[src/rtl/sbsram_pkg.sv]
package sbsram_pkg;

    localparam int BURST_BITS = 2;

    typedef enum logic [2:0] {
        OP_NONE,
        OP_DESEL,
        OP_RD_NEW,
        OP_WR_NEW,
        OP_RD_NEXT,
        OP_WR_NEXT,
        OP_RD_HOLD,
        OP_WR_HOLD
    } op_e;

    typedef struct packed {
        logic rd;
        logic off;
    } slot_t;

    function automatic logic op_is_rd(op_e o);
        return (o == OP_RD_NEW) || (o == OP_RD_NEXT) || (o == OP_RD_HOLD);
    endfunction

    function automatic logic op_is_wr(op_e o);
        return (o == OP_WR_NEW) || (o == OP_WR_NEXT) || (o == OP_WR_HOLD);
    endfunction

    function automatic logic op_is_off(op_e o);
        return (o == OP_DESEL) || (o == OP_NONE);
    endfunction

endpackage

[src/rtl/sbsram_cmd_decode.sv]
module sbsram_cmd_decode
    import sbsram_pkg::*;
#(
    parameter int AW = 6,
    parameter int NB = 4
) (
    input  logic          clk,
    input  logic          rst,
    input  logic          sel_a_n,
    input  logic          sel_b,
    input  logic          sel_c_n,
    input  logic          strb_cpu_n,
    input  logic          strb_ctl_n,
    input  logic          step_n,
    input  logic          wr_all_n,
    input  logic          wr_byte_n,
    input  logic [NB-1:0] lane_n,
    input  logic [AW-1:0] addr,
    output op_e           op,
    output logic [AW-1:0] acc_addr,
    output logic [NB-1:0] wmask
);
    localparam int GB = BURST_BITS;

    logic          live_q;
    logic [AW-1:0] base_q;
    logic [AW-1:0] nxt;
    logic          enabled;
    logic          wqual;

    always_comb begin
        enabled = !sel_a_n && sel_b && !sel_c_n;
        wqual   = !wr_all_n || (!wr_byte_n && !(&lane_n));
        nxt     = {base_q[AW-1:GB], base_q[GB-1:0] + GB'(1)};
        op       = OP_NONE;
        acc_addr = base_q;
        if (!strb_cpu_n && !sel_a_n) begin
            op       = enabled ? OP_RD_NEW : OP_DESEL;
            acc_addr = addr;
        end else if (!strb_ctl_n) begin
            op       = !enabled ? OP_DESEL : (wqual ? OP_WR_NEW : OP_RD_NEW);
            acc_addr = addr;
        end else if (live_q) begin
            if (step_n) begin
                op = wqual ? OP_WR_HOLD : OP_RD_HOLD;
            end else begin
                op       = wqual ? OP_WR_NEXT : OP_RD_NEXT;
                acc_addr = nxt;
            end
        end
        if (!op_is_wr(op))  wmask = '0;
        else if (!wr_all_n) wmask = '1;
        else                wmask = ~lane_n;
    end

    always_ff @(posedge clk) begin
        if (rst) begin
            live_q <= 1'b0;
            base_q <= '0;
        end else if (op == OP_DESEL) begin
            live_q <= 1'b0;
        end else if (op != OP_NONE) begin
            live_q <= 1'b1;
            base_q <= acc_addr;
        end
    end

    // a step changes only the low burst bits, by one with wrap
    p_step_wrap_r4: assert property (@(posedge clk) disable iff (rst)
        (op == OP_RD_NEXT || op == OP_WR_NEXT) |->
        (acc_addr[GB-1:0] == $past(acc_addr[GB-1:0]) + GB'(1)) &&
        (acc_addr[AW-1:GB] == $past(acc_addr[AW-1:GB])));

    // a hold reuses the previous access address
    p_hold_same_r4: assert property (@(posedge clk) disable iff (rst)
        (op == OP_RD_HOLD || op == OP_WR_HOLD) |-> acc_addr == $past(acc_addr));

endmodule

[src/rtl/sbsram_array.sv]
module sbsram_array #(
    parameter int AW = 6,
    parameter int NB = 4
) (
    input  logic            clk,
    input  logic [NB-1:0]   wmask,
    input  logic [AW-1:0]   waddr,
    input  logic [NB*8-1:0] wdata,
    input  logic [AW-1:0]   raddr,
    output logic [NB*8-1:0] rdata
);
    localparam int DEPTH = 1 << AW;

    for (genvar g = 0; g < NB; g++) begin : g_lane
        logic [7:0] lane_mem [DEPTH];

        always_ff @(posedge clk) begin
            if (wmask[g]) lane_mem[waddr] <= wdata[g*8 +: 8];
        end

        assign rdata[g*8 +: 8] = lane_mem[raddr];
    end

endmodule

[src/rtl/sbsram_rdpath.sv]
module sbsram_rdpath
    import sbsram_pkg::*;
#(
    parameter int AW = 6,
    parameter int DW = 32
) (
    input  logic          clk,
    input  logic          rst,
    input  logic          pipe_sel,
    input  logic          oe_n,
    input  logic          cur_rd,
    input  logic          cur_off,
    input  logic          cur_wr,
    input  logic [AW-1:0] cur_addr,
    input  logic [DW-1:0] arr_rdata,
    output logic [AW-1:0] raddr,
    output logic [DW-1:0] rdata,
    output logic          drv_en
);
    slot_t         s1_q;
    logic [AW-1:0] s1_addr_q;
    logic          s2_rd_q;
    logic [DW-1:0] s2_data_q;
    logic          marked;

    always_ff @(posedge clk) begin
        if (rst) begin
            s1_q      <= '0;
            s1_addr_q <= '0;
            s2_rd_q   <= 1'b0;
            s2_data_q <= '0;
        end else begin
            s1_q.rd   <= cur_rd;
            s1_q.off  <= cur_off;
            s1_addr_q <= cur_addr;
            s2_rd_q   <= s1_q.rd;
            s2_data_q <= arr_rdata;
        end
    end

    always_comb begin
        raddr = s1_addr_q;
        if (pipe_sel) begin
            marked = s2_rd_q;
            rdata  = s2_data_q;
        end else begin
            marked = s1_q.rd || (s1_q.off && s2_rd_q);
            rdata  = s1_q.rd ? arr_rdata : s2_data_q;
        end
        drv_en = marked && !oe_n && !cur_wr;
    end

    // output enable high keeps the drivers off
    p_oe_gate_r11: assert property (@(posedge clk) disable iff (rst)
        oe_n |-> !drv_en);

    // no drive while a write is presented
    p_wr_quiet_r7: assert property (@(posedge clk) disable iff (rst)
        cur_wr |-> !drv_en);

    // registered path drives only for a read sampled two edges back
    p_pipe_lat_r8: assert property (@(posedge clk) disable iff (rst)
        (pipe_sel && drv_en) |-> $past(cur_rd, 2));

endmodule

[src/rtl/sbsram_fe.sv]
module sbsram_fe
    import sbsram_pkg::*;
#(
    parameter int AW = 6,
    parameter int DW = 32
) (
    input  logic            clk,
    input  logic            rst,
    input  logic            pipe_sel,
    input  logic            oe_n,
    input  logic            sel_a_n,
    input  logic            sel_b,
    input  logic            sel_c_n,
    input  logic            strb_cpu_n,
    input  logic            strb_ctl_n,
    input  logic            step_n,
    input  logic            wr_all_n,
    input  logic            wr_byte_n,
    input  logic [DW/8-1:0] lane_n,
    input  logic [AW-1:0]   addr,
    input  logic [DW-1:0]   wdata,
    output logic [DW-1:0]   rdata,
    output logic            drv_en
);
    localparam int NB = DW / 8;

    op_e           op;
    logic [AW-1:0] acc_addr;
    logic [NB-1:0] wmask;
    logic [AW-1:0] raddr;
    logic [DW-1:0] arr_rdata;

    sbsram_cmd_decode #(.AW(AW), .NB(NB)) u_dec (
        .clk(clk), .rst(rst),
        .sel_a_n(sel_a_n), .sel_b(sel_b), .sel_c_n(sel_c_n),
        .strb_cpu_n(strb_cpu_n), .strb_ctl_n(strb_ctl_n), .step_n(step_n),
        .wr_all_n(wr_all_n), .wr_byte_n(wr_byte_n), .lane_n(lane_n),
        .addr(addr), .op(op), .acc_addr(acc_addr), .wmask(wmask)
    );

    sbsram_array #(.AW(AW), .NB(NB)) u_arr (
        .clk(clk), .wmask(wmask), .waddr(acc_addr), .wdata(wdata),
        .raddr(raddr), .rdata(arr_rdata)
    );

    sbsram_rdpath #(.AW(AW), .DW(DW)) u_rd (
        .clk(clk), .rst(rst), .pipe_sel(pipe_sel), .oe_n(oe_n),
        .cur_rd(op_is_rd(op)), .cur_off(op_is_off(op)), .cur_wr(op_is_wr(op)),
        .cur_addr(acc_addr), .arr_rdata(arr_rdata),
        .raddr(raddr), .rdata(rdata), .drv_en(drv_en)
    );

    // controller strobe while not enabled never writes
    p_desel_nowrite_r1: assert property (@(posedge clk) disable iff (rst)
        (!strb_ctl_n && (sel_a_n || !sel_b || sel_c_n)) |-> (wmask == '0));

    // a taken processor strobe never writes
    p_cpu_read_r2: assert property (@(posedge clk) disable iff (rst)
        (!strb_cpu_n && !sel_a_n) |-> (wmask == '0));

    // two deselects in a row leave the drivers off afterwards
    p_dcd_off_r10: assert property (@(posedge clk) disable iff (rst)
        (op == OP_DESEL) ##1 (op == OP_DESEL) |=> !drv_en);

endmodule

[config.mk]
export PLATFORM = sky130hd
export DESIGN_NAME = sbsram_fe
export DESIGN_NICKNAME = d
export VERILOG_FILES = /design/src/rtl/sbsram_pkg.sv /design/src/rtl/sbsram_cmd_decode.sv /design/src/rtl/sbsram_array.sv /design/src/rtl/sbsram_rdpath.sv /design/src/rtl/sbsram_fe.sv
export SDC_FILE = /design/constraint.sdc
export NUM_CORES = 2
export LEC_CHECK = 0
export ABC_AREA = 0
export CORE_ASPECT_RATIO = 0.6
export CORE_UTILIZATION = 45
export DETAILED_ROUTE_END_ITERATION = 6
export SETUP_SLACK_MARGIN = 0.05
export SLEW_MARGIN = 20
export SYNTH_ARGS = -nofsm -noshare
export SYNTH_HDL_FRONTEND = slang
export SYNTH_HIERARCHICAL = 1
export SYNTH_SLANG_ARGS = --single-unit
[constraint.sdc]
create_clock -name clk -period 3.2 [get_ports clk]
set_clock_uncertainty 0.2 [all_clocks]
set_input_delay 0.64 -clock clk [delete_from_list [all_inputs] [get_ports clk]]
set_output_delay 0.64 -clock clk [all_outputs]
set_load 0.03 [all_outputs]
==> summary.md <==
| Metric | Value |
|---|---|
| Wire per inst | between 30 and 40 um |
| Hold wc startpoint | wdata[12] |
| Layout cell share with drive strength beyond 1 | 0.4244 |
| Kind of end point of the critical path | output pin |
| Required time of the worst setup path | 2.36 ns |
| Final Slew Violations | 0 |
| Share of the clock period used by the worst path after layout | 1.370 |
| Storage element area | around 62000 um^2 |
| Max-Cap Viols | 0 |
| Number of H-tree levels | 4 |
| Minimum clock period | 4.382 ns |
| Die outline width | between 500 and 600 um |
| Sinks on the clock net | roughly 2100 |
| Clock Latency Late Sink | about 0.85 ns |
| Share of the synthesized area in the top cell type | 0.7513 |
| Maximum fanout encountered on the critical timing path | 5 |
| Cell chain of the critical path | buf_12 -> buf_12 -> buf_16 -> mux4_2 -> mux4_2 -> o22ai_2 -> buf_6 -> nor3_4 -> mux2_4 -> buf_6 |
| Startpoint-to-endpoint class of the critical path | reg -> out |
| Hold Vio Cnt, Final | 0 |
| Cell Area, Placed | between 90000 and 100000 um^2 |
| Synth Warn # | 6 |
| Clock Path Buffers | 4 |
| Syn_nets | 3916 |
| Final non-filler cell total | 7349 |
| Filler Cell Count | around 13000 |
| Number of placement rows | 120 |
| Sum of negative setup slack | -33.29 ns |
| Detailed-route vias per instance | roughly 6.0 |
| Setup repair after global routing missed its margin | true |
| Most used flip-flop cell after synthesis | sky130_fd_sc_hd__edfxtp_1 |
| Y dimension of the die | approximately 330 um |
| GRT Total Usage | 0.2553 |
| Worst hold path class | in -> reg |
| Clock tree from TritonCTS | built |
| Area delta synth->final | 26.40% |
| Std-Cell Core Area | 179600 um^2 |
| Status | complete, but fails checks |
| Synth top area cells | sky130_fd_sc_hd__edfxtp_1 (75%), sky130_fd_sc_hd__mux4_2 (14%), sky130_fd_sc_hd__and2_1 (1.9%), sky130_fd_sc_hd__dfxtp_1 (1.2%), sky130_fd_sc_hd__mux2i_1 (1.2%) |
| Peak supply drop | 0.0004819 V |
| I/O pin cnt | 87 |
| Initial antenna violation count | 6 |
| Portion of the post-synthesis area used by sequential elements | 0.7630 |
| Library cell with the largest summed area after synthesis | sky130_fd_sc_hd__edfxtp_1 |
| Count of antenna-violating nets left after detailed routing | 0 |
| Vias after detailed routing | 44140 |
| Arrival @ worst endpoint | 3.54 ns |
| Worst slew pin tran | 0.8542 ns |
| Count of routing violations after the opening detailed-route iteration | between 6000 and 7000 |
| Total global routing overflow | 0 |
| Die area | 183700 um^2 |
| Final weighted congestion of routability-driven global placement | between 0.9 and 1 |
| Final layout net count | 4881 |
| Leakage dissipation | between 30 and 40 nW |
| Summed area of non-filler cells in the final layout | between 100000 and 150000 um^2 |
| Worst stage delay on the critical path | 0.56 ns |
| Launch point of the worst reg-to-reg path | u_dec/live_q$_SDFFE_PP0P_ |
| Violated checks | DRC, setup timing |
| Worst-path cell with the longest stage delay | sky130_fd_sc_hd__mux4_2 |
| Final WS setup | -1.182 ns |
| Post-CTS clock slew at the launch and capture registers of the worst setup and hold paths | 0.07 ns |
| Number of flops mapped to enable cells by yosys | a little over 2000 |
| Crit path from | u_rd/raddr[0]$_SDFF_PP0_ |
| Largest net degree at the start of global routing | 65 |
| Number of buffers inserted during clock tree synthesis | 190 |
| Achievable clock frequency | ~230 MHz |
| Power per standard cell area | ~550 nW/um^2 |
| Cell Count Post-Placement | around 6900 |
| Wire length of the first global-routing pass | between 300 and 400 mm |
| Via count of the first global-routing pass | about 43000 |
| Total wirelength of the detailed-routed design | 235.2 mm |
| Startpoint class of the critical path | register |
| Pre-Repair DR Iteration Count | 7 |
| Leading cell type by number of instances after synthesis | sky130_fd_sc_hd__edfxtp_1 |
| DRC errors left | 2 |
| Average cell area after synthesis | 21.20 um^2 |
| Slew HR | 0.4305 |
| Share of async-settable or async-resettable flops after synthesis | 0 |
| Starting utilization of the core area | 0.4558 |
| Post-Synthesis Cell Area | between 80000 and 90000 um^2 |
| Multi-input gate area in the final layout | about 20000 um^2 |
| Number of buffer cells added on primary ports | 86 |
| Final setup violation count | 32 |
| Netlist cell types | 55 |
| Synthesis-stage register bit count | about 2100 |
| List of most frequent post-synthesis cells | sky130_fd_sc_hd__edfxtp_1 (2048), sky130_fd_sc_hd__mux4_2 (507), sky130_fd_sc_hd__and2_1 (254), sky130_fd_sc_hd__nor2_1 (127), sky130_fd_sc_hd__clkbuf_1 (102) |
| Root buffer selected by CTS | sky130_fd_sc_hd__clkbuf_16 |
| Total chip power | around 57 mW |
| Dpl hpwl | approximately 160 mm |
| Syn Inst Count | 3862 |
area by class of cell:
type,instances,share of cell area
Sequential cell,2096,0.6038
Multi-Input combinational cell,1530,0.1904
Clock buffer,228,0.04803
Inverter,3,0.0001330
Clock inverter,102,0.008416
Timing Repair Buffer,1006,0.1203
Tap cell,2379,0.02877
Antenna cell,5,0.0001209
cells by family (layout without fill, tap and decap cells):
group                     after synthesis  in the layout  share of synthesized area
buffers and inverters                 236           1339                    0.01509
xor gates and xnor gates                2              2                  0.0002140
and+or+nand+nor                       552            552                    0.03646
DFF                                  2096           2096                     0.7630
muxes                                 652            652                     0.1593
AOI/OAI and AO/OA                     324            324                    0.02589
other                                   0              5                          0
through the flow:
stage / utilization / hold slack (ns) / setup slack, ns
floorplan: - / 0.2297 / 0.05009
global placement: 0.5236 / 0.2424 / -1.418
detailed placement: 0.5236 / 0.2470 / -1.302
CTS: 0.5694 / 0.02394 / -1.215
global route: 0.5762 / 0.05252 / -1.248
finish: 0.5762 / 0.07032 / -1.182
flip-flops by register name (all words and copies together) (netlist names):
signal / cells
u_rd/s2_data_q: 32
u_arr/g_lane.lane_mem: 2048
u_rd/raddr: 6
u_dec/live_q: 1
u_dec/base_q: 6
u_rd/s1_q: 2
u_rd/s2_rd_q: 1
metal layers:
layer | part of all wire | up-vias | track usage
li1 | - | 17960 | -
met1 | 0.44 | 23390 | 0.4049
met2 | 0.42 | 2504 | 0.3532
met3 | 0.12 | 281 | 0.06676
met4 | 0.019 | 4 | 0.05064
met5 | 0.0012 | - | 0.01085
power breakdown:
| part | switching, mW | internal [mW] |
|---|---|---|
| combinational | 2.37 | 1.88 |
| sequential | 0.0294 | 30.1 |
| clock | 9.97 | 12.1 |
layout by cell type, fill, tap and decap left out, types with 37 or more instances in the layout:
cell,count
sky130_fd_sc_hd__mux2i_1,80
sky130_fd_sc_hd__o22ai_1,37
sky130_fd_sc_hd__buf_12,316
sky130_fd_sc_hd__buf_4,511
sky130_fd_sc_hd__clkbuf_16,196
sky130_fd_sc_hd__nor2_1,75
sky130_fd_sc_hd__edfxtp_1,2048
sky130_fd_sc_hd__o21ai_1,57
sky130_fd_sc_hd__nand2_1,56
sky130_fd_sc_hd__and2_2,44
sky130_fd_sc_hd__nor2b_1,44
sky130_fd_sc_hd__mux4_2,507
sky130_fd_sc_hd__clkinv_1,40
sky130_fd_sc_hd__and2_1,204
sky130_fd_sc_hd__dfxtp_1,43
sky130_fd_sc_hd__nor2_2,37
sky130_fd_sc_hd__buf_6,78
worst max-delay path: cells and delay by family (launching register included):
family	cells	cell delay (ns)
AND/OR/NAND/NOR	1	0.04
flip-flops	1	0.38
multiplexers	3	1.34
AO/OA/AOI/OAI	1	0.21
buffers and inverters	5	0.72
repair_timing:
| action | 4_1_cts | 5_1_grt |
|---|---|---|
| hold buffers | 5 | 0 |
| setup endpoints to repair | 1261 | 688 |
| gates cloned | 14 | 4 |
| hold endpoints to repair | 52 | 0 |
| gates resized for setup | 312 | 188 |
| buffers inserted | 67 | 51 |
| pin swaps | 44 | 67 |
final timing paths:
check | cells after the start | slack [ns] | end
hold / removal | 1 | 0.07 | u_arr/g_lane[1].lane_mem[49][4]$_DFFE_PP_
setup / recovery | 10 | -1.18 | rdata[0]
setup reg to reg | 12 | 0.08 | u_arr/g_lane[2].lane_mem[3][0]$_DFFE_PP_
hold reg to reg | 2 | 0.26 | u_dec/base_q[4]$_SDFFE_PP0P_
Note: power is estimated with default switching activity, not from simulation.
